<file path="src/rtl/seg_ctr_pkg.sv">
package seg_ctr_pkg;
  localparam int unsigned DIGIT_W = 4;
  localparam int unsigned SEG_W   = 7;
  typedef logic [DIGIT_W-1:0] digit_t;
  typedef logic [SEG_W-1:0]   seg_t;
  localparam digit_t DEC_MAX = digit_t'(9);
endpackage

</file>
<file path="src/rtl/seg_tick_gen.sv">
module seg_tick_gen #(
  parameter int unsigned PRESCALE = 256,
  parameter int unsigned MODULUS  = 19200
) (
  input  logic clk_i,
  input  logic rst_ni,
  output logic tick_o
);
  localparam int unsigned PRE_W = (PRESCALE > 1) ? $clog2(PRESCALE) : 1;
  localparam int unsigned MOD_W = (MODULUS > 1) ? $clog2(MODULUS) : 1;
  localparam logic [PRE_W-1:0] PRE_LAST = PRE_W'(PRESCALE - 1);
  localparam logic [MOD_W-1:0] MOD_LAST = MOD_W'(MODULUS - 1);

  logic [PRE_W-1:0] pre_q;
  logic [MOD_W-1:0] mod_q;
  logic pre_last;

  assign pre_last = (pre_q == PRE_LAST);
  assign tick_o   = pre_last && (mod_q == MOD_LAST);

  always_ff @(posedge clk_i or negedge rst_ni) begin
    if (!rst_ni) begin
      pre_q <= '0;
      mod_q <= '0;
    end else begin
      pre_q <= pre_last ? '0 : pre_q + 1'b1;
      if (pre_last) mod_q <= (mod_q == MOD_LAST) ? '0 : mod_q + 1'b1;
    end
  end

  p_pre_range_r1: assert property (@(posedge clk_i) disable iff (!rst_ni)
    pre_q <= PRE_LAST);
  p_mod_range_r1: assert property (@(posedge clk_i) disable iff (!rst_ni)
    mod_q <= MOD_LAST);

  generate
    if (PRESCALE * MODULUS > 1) begin : g_pulse_chk
      p_tick_pulse_r1: assert property (@(posedge clk_i) disable iff (!rst_ni)
        tick_o |=> !tick_o);
    end
  endgenerate
endmodule

</file>
<file path="src/rtl/seg_digit_step.sv">
module seg_digit_step
  import seg_ctr_pkg::*;
(
  input  digit_t digit_i,
  input  logic   up_i,
  output digit_t digit_o
);
  digit_t dec;

  always_comb begin
    dec = digit_i - 1'b1;
    if (up_i) digit_o = digit_i + 1'b1;      // natural wrap F -> 0
    else      digit_o = (dec > DEC_MAX) ? DEC_MAX : dec;
  end
endmodule

</file>
<file path="src/rtl/seg_encode.sv">
module seg_encode
  import seg_ctr_pkg::*;
(
  input  digit_t digit_i,
  output seg_t   seg_no
);
  seg_t lit;

  // bit 6 = A ... bit 0 = G, active high before inversion
  always_comb begin
    case (digit_i)
      4'h0: lit = 7'h7e;
      4'h1: lit = 7'h30;
      4'h2: lit = 7'h6d;
      4'h3: lit = 7'h79;
      4'h4: lit = 7'h33;
      4'h5: lit = 7'h5b;
      4'h6: lit = 7'h5f;
      4'h7: lit = 7'h70;
      4'h8: lit = 7'h7f;
      4'h9: lit = 7'h73;
      4'ha: lit = 7'h77;
      4'hb: lit = 7'h1f;
      4'hc: lit = 7'h4e;
      4'hd: lit = 7'h3d;
      4'he: lit = 7'h4f;
      default: lit = 7'h47;
    endcase
    seg_no = ~lit;
  end
endmodule

</file>
<file path="src/rtl/hexdec_seg_counter.sv">
module hexdec_seg_counter
  import seg_ctr_pkg::*;
#(
  parameter int unsigned PRESCALE = 256,
  parameter int unsigned MODULUS  = 19200
) (
  input  logic       clk_i,
  input  logic       rst_ni,
  input  logic       sw_ni,
  output logic [6:0] seg_o,
  output logic       load_o
);
  logic   tick;
  logic   sw_meta_q, sw_q;
  digit_t digit_q, digit_nxt;
  seg_t   seg_enc, seg_q;
  logic   upd_q, pend_q, load_q;

  seg_tick_gen #(.PRESCALE(PRESCALE), .MODULUS(MODULUS)) i_tick (
    .clk_i (clk_i),
    .rst_ni(rst_ni),
    .tick_o(tick)
  );

  seg_digit_step i_step (
    .digit_i(digit_q),
    .up_i   (sw_q),
    .digit_o(digit_nxt)
  );

  seg_encode i_enc (
    .digit_i(digit_q),
    .seg_no (seg_enc)
  );

  // two-flop switch synchronizer, released = 1
  always_ff @(posedge clk_i or negedge rst_ni) begin
    if (!rst_ni) begin
      sw_meta_q <= 1'b1;
      sw_q      <= 1'b1;
    end else begin
      sw_meta_q <= sw_ni;
      sw_q      <= sw_meta_q;
    end
  end

  always_ff @(posedge clk_i or negedge rst_ni) begin
    if (!rst_ni)   digit_q <= '0;
    else if (tick) digit_q <= digit_nxt;
  end

  // update -> segment data -> strobe; upd_q resets high for the initial load
  always_ff @(posedge clk_i or negedge rst_ni) begin
    if (!rst_ni) begin
      upd_q  <= 1'b1;
      pend_q <= 1'b0;
      load_q <= 1'b0;
      seg_q  <= '1;
    end else begin
      upd_q  <= tick;
      pend_q <= upd_q;
      load_q <= pend_q;
      if (upd_q) seg_q <= seg_enc;
    end
  end

  assign seg_o  = seg_q;
  assign load_o = load_q;

  p_up_step_r2: assert property (@(posedge clk_i) disable iff (!rst_ni)
    tick && sw_q |=> digit_q == digit_t'($past(digit_q) + 1'b1));
  p_down_range_r3: assert property (@(posedge clk_i) disable iff (!rst_ni)
    tick && !sw_q |=> digit_q <= DEC_MAX);
  p_down_step_r3: assert property (@(posedge clk_i) disable iff (!rst_ni)
    tick && !sw_q && digit_q != '0 && digit_q <= DEC_MAX
      |=> digit_q == digit_t'($past(digit_q) - 1'b1));
  p_hold_r4: assert property (@(posedge clk_i) disable iff (!rst_ni)
    !tick |=> $stable(digit_q));
  p_load_pulse_r6: assert property (@(posedge clk_i) disable iff (!rst_ni)
    load_o |=> !load_o);
  p_seg_stable_r6: assert property (@(posedge clk_i) disable iff (!rst_ni)
    load_o |-> $stable(seg_o));
  p_seg_then_load_r6: assert property (@(posedge clk_i) disable iff (!rst_ni)
    !$stable(seg_o) |-> !load_o ##1 load_o);
endmodule

</file>
<file path="config.mk">
export PLATFORM = sky130hd
export DESIGN_NAME = hexdec_seg_counter
export DESIGN_NICKNAME = d
export VERILOG_FILES = /design/src/rtl/seg_ctr_pkg.sv /design/src/rtl/seg_tick_gen.sv /design/src/rtl/seg_digit_step.sv /design/src/rtl/seg_encode.sv /design/src/rtl/hexdec_seg_counter.sv
export SDC_FILE = /design/constraint.sdc
export NUM_CORES = 1
export LEC_CHECK = 0
export BUFFER_PORTS_ARGS = -buffer_cell sky130_fd_sc_hd__buf_2
export CORE_ASPECT_RATIO = 0.8
export CORE_UTILIZATION = 60
export DETAILED_ROUTE_END_ITERATION = 10
export PLACE_DENSITY = 0.78
export SYNTH_ARGS = -nofsm -noshare
export SYNTH_HDL_FRONTEND = slang
export SYNTH_HIERARCHICAL = 1
export SYNTH_SLANG_ARGS = --single-unit
</file>
<file path="constraint.sdc">
create_clock -name clk_i -period 2.99 [get_ports clk_i]
set_clock_uncertainty 0.1 [all_clocks]
set_input_delay 0.1495 -clock clk_i [delete_from_list [all_inputs] [get_ports clk_i]]
set_output_delay 0.1495 -clock clk_i [all_outputs]
set_load 0.02 [all_outputs]
</file>
# Word-level counts from Yosys, hierarchy flattened
# Memory sizes are Yosys's and may differ from the RTL's.
# Index checks and enable logic that the tools add are counted.
dict set report totals {
  ff_bits 39
  latch_bits 0
  ram_bits 0
  mem_bits_ro 112
  in_bits 3
  output_inout_bits 8
  wordCells 23
  n_memories 1
}
dict set report op_classes {
  addsub 4
  n_mul 0
  div_mod_pow 0
  n_lt_le_gt_ge 1
  n_eq_ne 2
  shifts 0
  muxes 4
  n_bitwise 1
  reduce_logical 1
}
# name depth word_bits rd rd_ports_with_merged_regs wr line
set memory_table {}
lappend memory_table {{(no name shown)} 16 7 1 0 0 seg_encode.sv:11} ;# case (digit_i)
# cell count
set op_table {}
lappend op_table {{15-bit by 1-bit adder with 15-bit output, second input constant} 1}
lappend op_table {{15-bit equality test, second input constant} 1}
lappend op_table {{15-bit two-way mux} 1}
lappend op_table {{8-bit by 1-bit adder with 8-bit output, second input constant} 1}
lappend op_table {{8-bit equality test, second input constant} 1}
lappend op_table {{4-bit two-way mux} 2}
lappend op_table {{8-bit two-way mux} 1}
lappend op_table {{7-bit inverter} 1}
lappend op_table {{4-bit by 1-bit adder with 4-bit output, second input constant} 1}
lappend op_table {{4-bit > comparator, second input constant} 1}
lappend op_table {{4-bit by 1-bit subtractor with 4-bit output, second input constant} 1}
lappend op_table {{1-bit logical AND} 1}

# Depth between registers and ports, before layout
dict set report depth {
  ltp_word 4
  ltp_mapped 6
  mapped_depth_nobuf 6
}

# Hierarchy
# Netlist, hierarchy kept.
# mod instances cells_per_inst area_per_inst_um2 seq_area_each_um2
set modules_own_cells {}
lappend modules_own_cells {seg_tick_gen 1 106 1141.1 575.6}
lappend modules_own_cells {hexdec_seg_counter 1 28 574.3 412.9}
lappend modules_own_cells {seg_encode 1 35 245.2 0.0}
lappend modules_own_cells {seg_digit_step 1 25 187.7 0.0}

# Worst setup path before layout
# No wires, ideal clock.
dict set report synth_timing {
  path_kind {flip-flop to flip-flop}
  from {reg i_tick.pre_q[0]}
  to {reg digit_q[0]}
  setup_ps 125
  arrival_ps 2055
  required_ps 2765
  path_slack_ps 711
  path_stages_with_launch 7
  path_buffers 1
  period_less_slack_ps 2279
  path_cell_list {dfrtp_1 > ha_1 > nand4_4 > or2_1 > buf_6 > nor2_1 > mux2_2}
}
dict set report synth_between {
  elab_chain_len 2
}
# element line
set synth_lines {}
lappend synth_lines {{start, declared} seg_tick_gen.sv:14} ;# logic [PRE_W-1:0] pre_q;
lappend synth_lines {{start signal, assigned} seg_tick_gen.sv:26} ;# pre_q <= pre_last ? '0 : pre_q + 1'b1;
lappend synth_lines {{8-bit equality test} seg_tick_gen.sv:18} ;# assign pre_last = (pre_q == PRE_LAST);
lappend synth_lines {{1-bit logical AND} seg_tick_gen.sv:19} ;# assign tick_o = pre_last && (mod_q == MOD_LAST);
lappend synth_lines {{net tick} hexdec_seg_counter.sv:13} ;# logic tick;
lappend synth_lines {{end signal, assigned} hexdec_seg_counter.sv:49} ;# else if (tick) digit_q <= digit_nxt;
lappend synth_lines {{end, declared} hexdec_seg_counter.sv:15} ;# digit_t digit_q, digit_nxt;
# The timed path passes the listed nets, and every way through them passes these cells.
# A chain may end at the register's enable or synchronous reset.

# Worst setup path in the final report
# Same ends and word-level chain as after synthesis.

==> results.json <==
{
  "synth_compound_area_frac": 0.103,
  "syn-cell-area_um2": 2150,
  "track_usage": 0.221,
  "synthMuxAreaShare": 0.0990,
  "postCtsSetupRepairBufs": 0,
  "root_buffer": "clkbuf_8",
  "synth_most_common_cell": "dfrtp_1",
  "drt-wirelength-per-cell_um": 14.8,
  "final_area_um2": 2320,
  "dieArea_um2": 3830,
  "grt_pass1_wl_um": 6160,
  "cp_cell_sequence": "ha_1, nand4_4, or2_1, nor2_1, mux2_2",
  "synth_area_leader_cell": "dfrtp_1",
  "dr_wl_met2_um": 1810,
  "ys_seq_area_frac": 0.460,
  "cp_data_arrival_time_ns": 2.30,
  "synth_top_flop_cell": "dfrtp_1",
  "sw_frac_of_total": 0.200,
  "cts_num_sinks": 39,
  "yosys-top-cells-count": "dfrtp_1 (29), nand2_1 (14), nand3_1 (12)",
  "pre_cts_slack_ns": 0.782,
  "whs_ns": 0.258,
  "dr.max_layer_used": "met4",
  "tightest_slew_ns": 0.811,
  "fin_nets": 223,
  "area_growth_pct": 7.80,
  "wl_met3_um": 164,
  "synth.distinct_cells": 47,
  "crit_buf_inv": 0,
  "synth_area_leaders": "dfrtp_1 (34%), dfstp_2 (12%), ha_1 (6.4%)",
  "r2r_cells": 5,
  "post-route-util": 0.677,
  "cts-buffers-inserted": 5,
  "finalWirelength_um": 3720,
  "fp.dieW_um": 68.9,
  "setup_violations": 0,
  "rr_startpoint": "i_tick/pre_q[0]$_DFF_PN0_",
  "slowest_stage": "dfrtp_1",
  "syn_inst": 194,
  "dp_hpwl_um": 2610,
  "critPathLaunchType": "flip-flop",
  "layout.cells.non_filler": 252,
  "fp.coreArea_um2": 3420,
  "crit_type": "reg2reg",
  "rrSetupSlack_ns": 0.76,
  "period_share": 0.746,
  "vias": 1534,
  "min_to": "sw_q$_DFF_PN1_",
  "clk_path_buf_depth": 2,
  "firstDrtPassIters": 4,
  "drt_iter0_drc": 122,
  "portBuffers": 10,
  "antenna_found_initial": 0,
  "power.total_uw": 875,
  "num_antenna_cells": 0,
  "syn_area_per_cell_um2": 11.1,
  "worst_ep_required_time_ns": 3.06,
  "synth_top_family_by_area": "simple AND/OR/NAND/NOR gates",
  "timing.slew.headroom": 0.459,
  "run_status": "completed",
  "critPathCaptureType": "flip-flop",
  "synth_xor_area_frac": 0.0571,
  "slew_viol_final": 0,
  "synth.top_cell.area_share": 0.338,
  "drc": 0,
  "powerDensity_nw_per_um2": 378,
  "ys_ff_latch": 39,
  "async_flop_share": 1.00,
  "vdd_ir_drop_max_mv": 0.245,
  "hold_viol": 0,
  "p_int_uw": 700,
  "rows": 19,
  "grt-ovfl-total": 0,
  "hold_class": "reg2reg",
  "place_area_um2": 2220,
  "start_util": 0.628,
  "fp.dieH_um": 55.5,
  "clk_pin_slew_ns": 0.07,
  "setup_slack_ns": 0.760,
  "htreeDepth": 2,
  "max_cap_violations": 0,
  "grt_pass1_vias": 1398,
  "hold_path.startpoint": "sw_meta_q$_DFF_PN1_",
  "insertion_delay_ns": 0.28,
  "p_switching_uw": 175,
  "fin_tns_setup_ns": 0,
  "cts_tree": "done",
  "via_per_inst": 6.09,
  "gp_congestion": 0.822,
  "r2r_end": "digit_q[0]$_DFFE_PN0P_",
  "worstHoldPathCells": 0,
  "yosys_warnings": 6,
  "path_max_fanout": 8,
  "syn_nets": 208,
  "seq_power_share": 0.608,
  "min_period_ns": 2.23,
  "worst_path_largest_cell_delay_ns": 0.43,
  "rsz0062_at_grt": "no",
  "ios": 11,
  "pwr-share-clk": 0.375,
  "crit_family": "simple AND/OR/NAND/NOR gates",
  "p_comb_frac": 0.017,
  "yosys.area_share.adder": 0.0641,
  "grt_max_degree": 40,
  "synth_simple_gate_area_frac": 0.183,
  "p_leak_nw": 0.964,
  "antenna_left": 0,
  "dp_cells": 242,
  "drt-met1-wl_um": 1710,
  "fmax_ghz": 0.448,
  "drive_above_1_share": 0.243,
  "synth_edf_count": 0
}
[how the worst max path moves through the flow]
| stage | end | from | slack (ns) | cells after the start |
|---|---|---|---|---|
| 6_report | digit_q[0]$_DFFE_PN0P_ | i_tick/pre_q[0]$_DFF_PN0_ | 0.76 | 5 |
| 2_1_floorplan | digit_q[0]$_DFFE_PN0P_ | i_tick/pre_q[0]$_DFF_PN0_ | 0.71 | 6 |
| 3_3_place_gp | digit_q[0]$_DFFE_PN0P_ | i_tick/pre_q[0]$_DFF_PN0_ | 0.89 | 5 |
| 4_1_cts | digit_q[0]$_DFFE_PN0P_ | i_tick/pre_q[0]$_DFF_PN0_ | 0.77 | 5 |
| 5_1_grt | digit_q[0]$_DFFE_PN0P_ | i_tick/pre_q[0]$_DFF_PN0_ | 0.64 | 5 |
| 3_5_place_dp | digit_q[0]$_DFFE_PN0P_ | i_tick/pre_q[0]$_DFF_PN0_ | 0.78 | 5 |
[cells by family after synthesis]
group                    after synthesis
AND/OR/NAND/NOR                       68
flip-flops                            39
AO/OA/AOI/OAI                         32
multiplexers                          17
XOR/XNOR                              14
buffers and inverters                 13
adder cells (fa/ha/maj)               11
[registers in the layout, summed over array words and instances (netlist names)]
| register | cells |
|---|---|
| upd_q | 1 |
| sw_q | 1 |
| i_tick/pre_q | 8 |
| digit_q | 4 |
| i_tick/mod_q | 15 |
| pend_q | 1 |
| seg_o | 7 |
| load_o | 1 |
| sw_meta_q | 1 |
[power groups by stage]
stage | combinational, mW | clock (mW) | sequential [mW]
final | 0.0148 | 0.328 | 0.532
after detailed placement | 0.0135 | 0 | 0.542
after global routing | 0.0178 | 0.360 | 0.532
after CTS | 0.0154 | 0.338 | 0.532
after global placement | 0.0132 | 0 | 0.541
after floorplan | 0.00337 | 0 | 0.540
[layout by cell type, fill, tap and decap left out, types with 3 or more instances in the layout]
cell type / n
a21oi_1: 6
buf_2: 10
clkbuf_1: 3
clkbuf_8: 5
dfrtp_1: 29
dfstp_2: 10
ha_1: 11
inv_1: 8
mux2_2: 6
mux2_4: 7
mux2i_1: 4
nand2_1: 14
nand3_1: 12
nand4_1: 5
nor2_1: 11
nor3_1: 5
o21ai_0: 6
o31ai_1: 7
xnor2_1: 11
xor2_1: 3
[worst register-to-register path, cell delays in order, from the launching register on]
cell and delay (ns):
dfrtp_1 0.43, ha_1 0.35, nand4_4 0.18, or2_1 0.35, nor2_1 0.33, mux2_2 0.38
[metal layers]
metal / global-route usage / up-vias
met5: 0 / -
met3: 0.0620 / 2
met4: 0.0875 / 0
met1: 0.293 / 754
met2: 0.338 / 49
li1: - / 729
[area by class of cell]
type | count | area, µm²
fillers | 259 | 1110
multi-input cells | 142 | 1090
flip-flops and latches | 39 | 988
clock buffers | 8 | 80.1
repair buffers | 13 | 77.6
well taps | 42 | 52.6
inverters | 8 | 30.0
[repair_timing]
action	in CTS	in global routing
hold buffers	2	0
resized for setup	0	0
endpoints found under the hold margin	30	0
No activity file was read; power rests on OpenSTA's default activity.
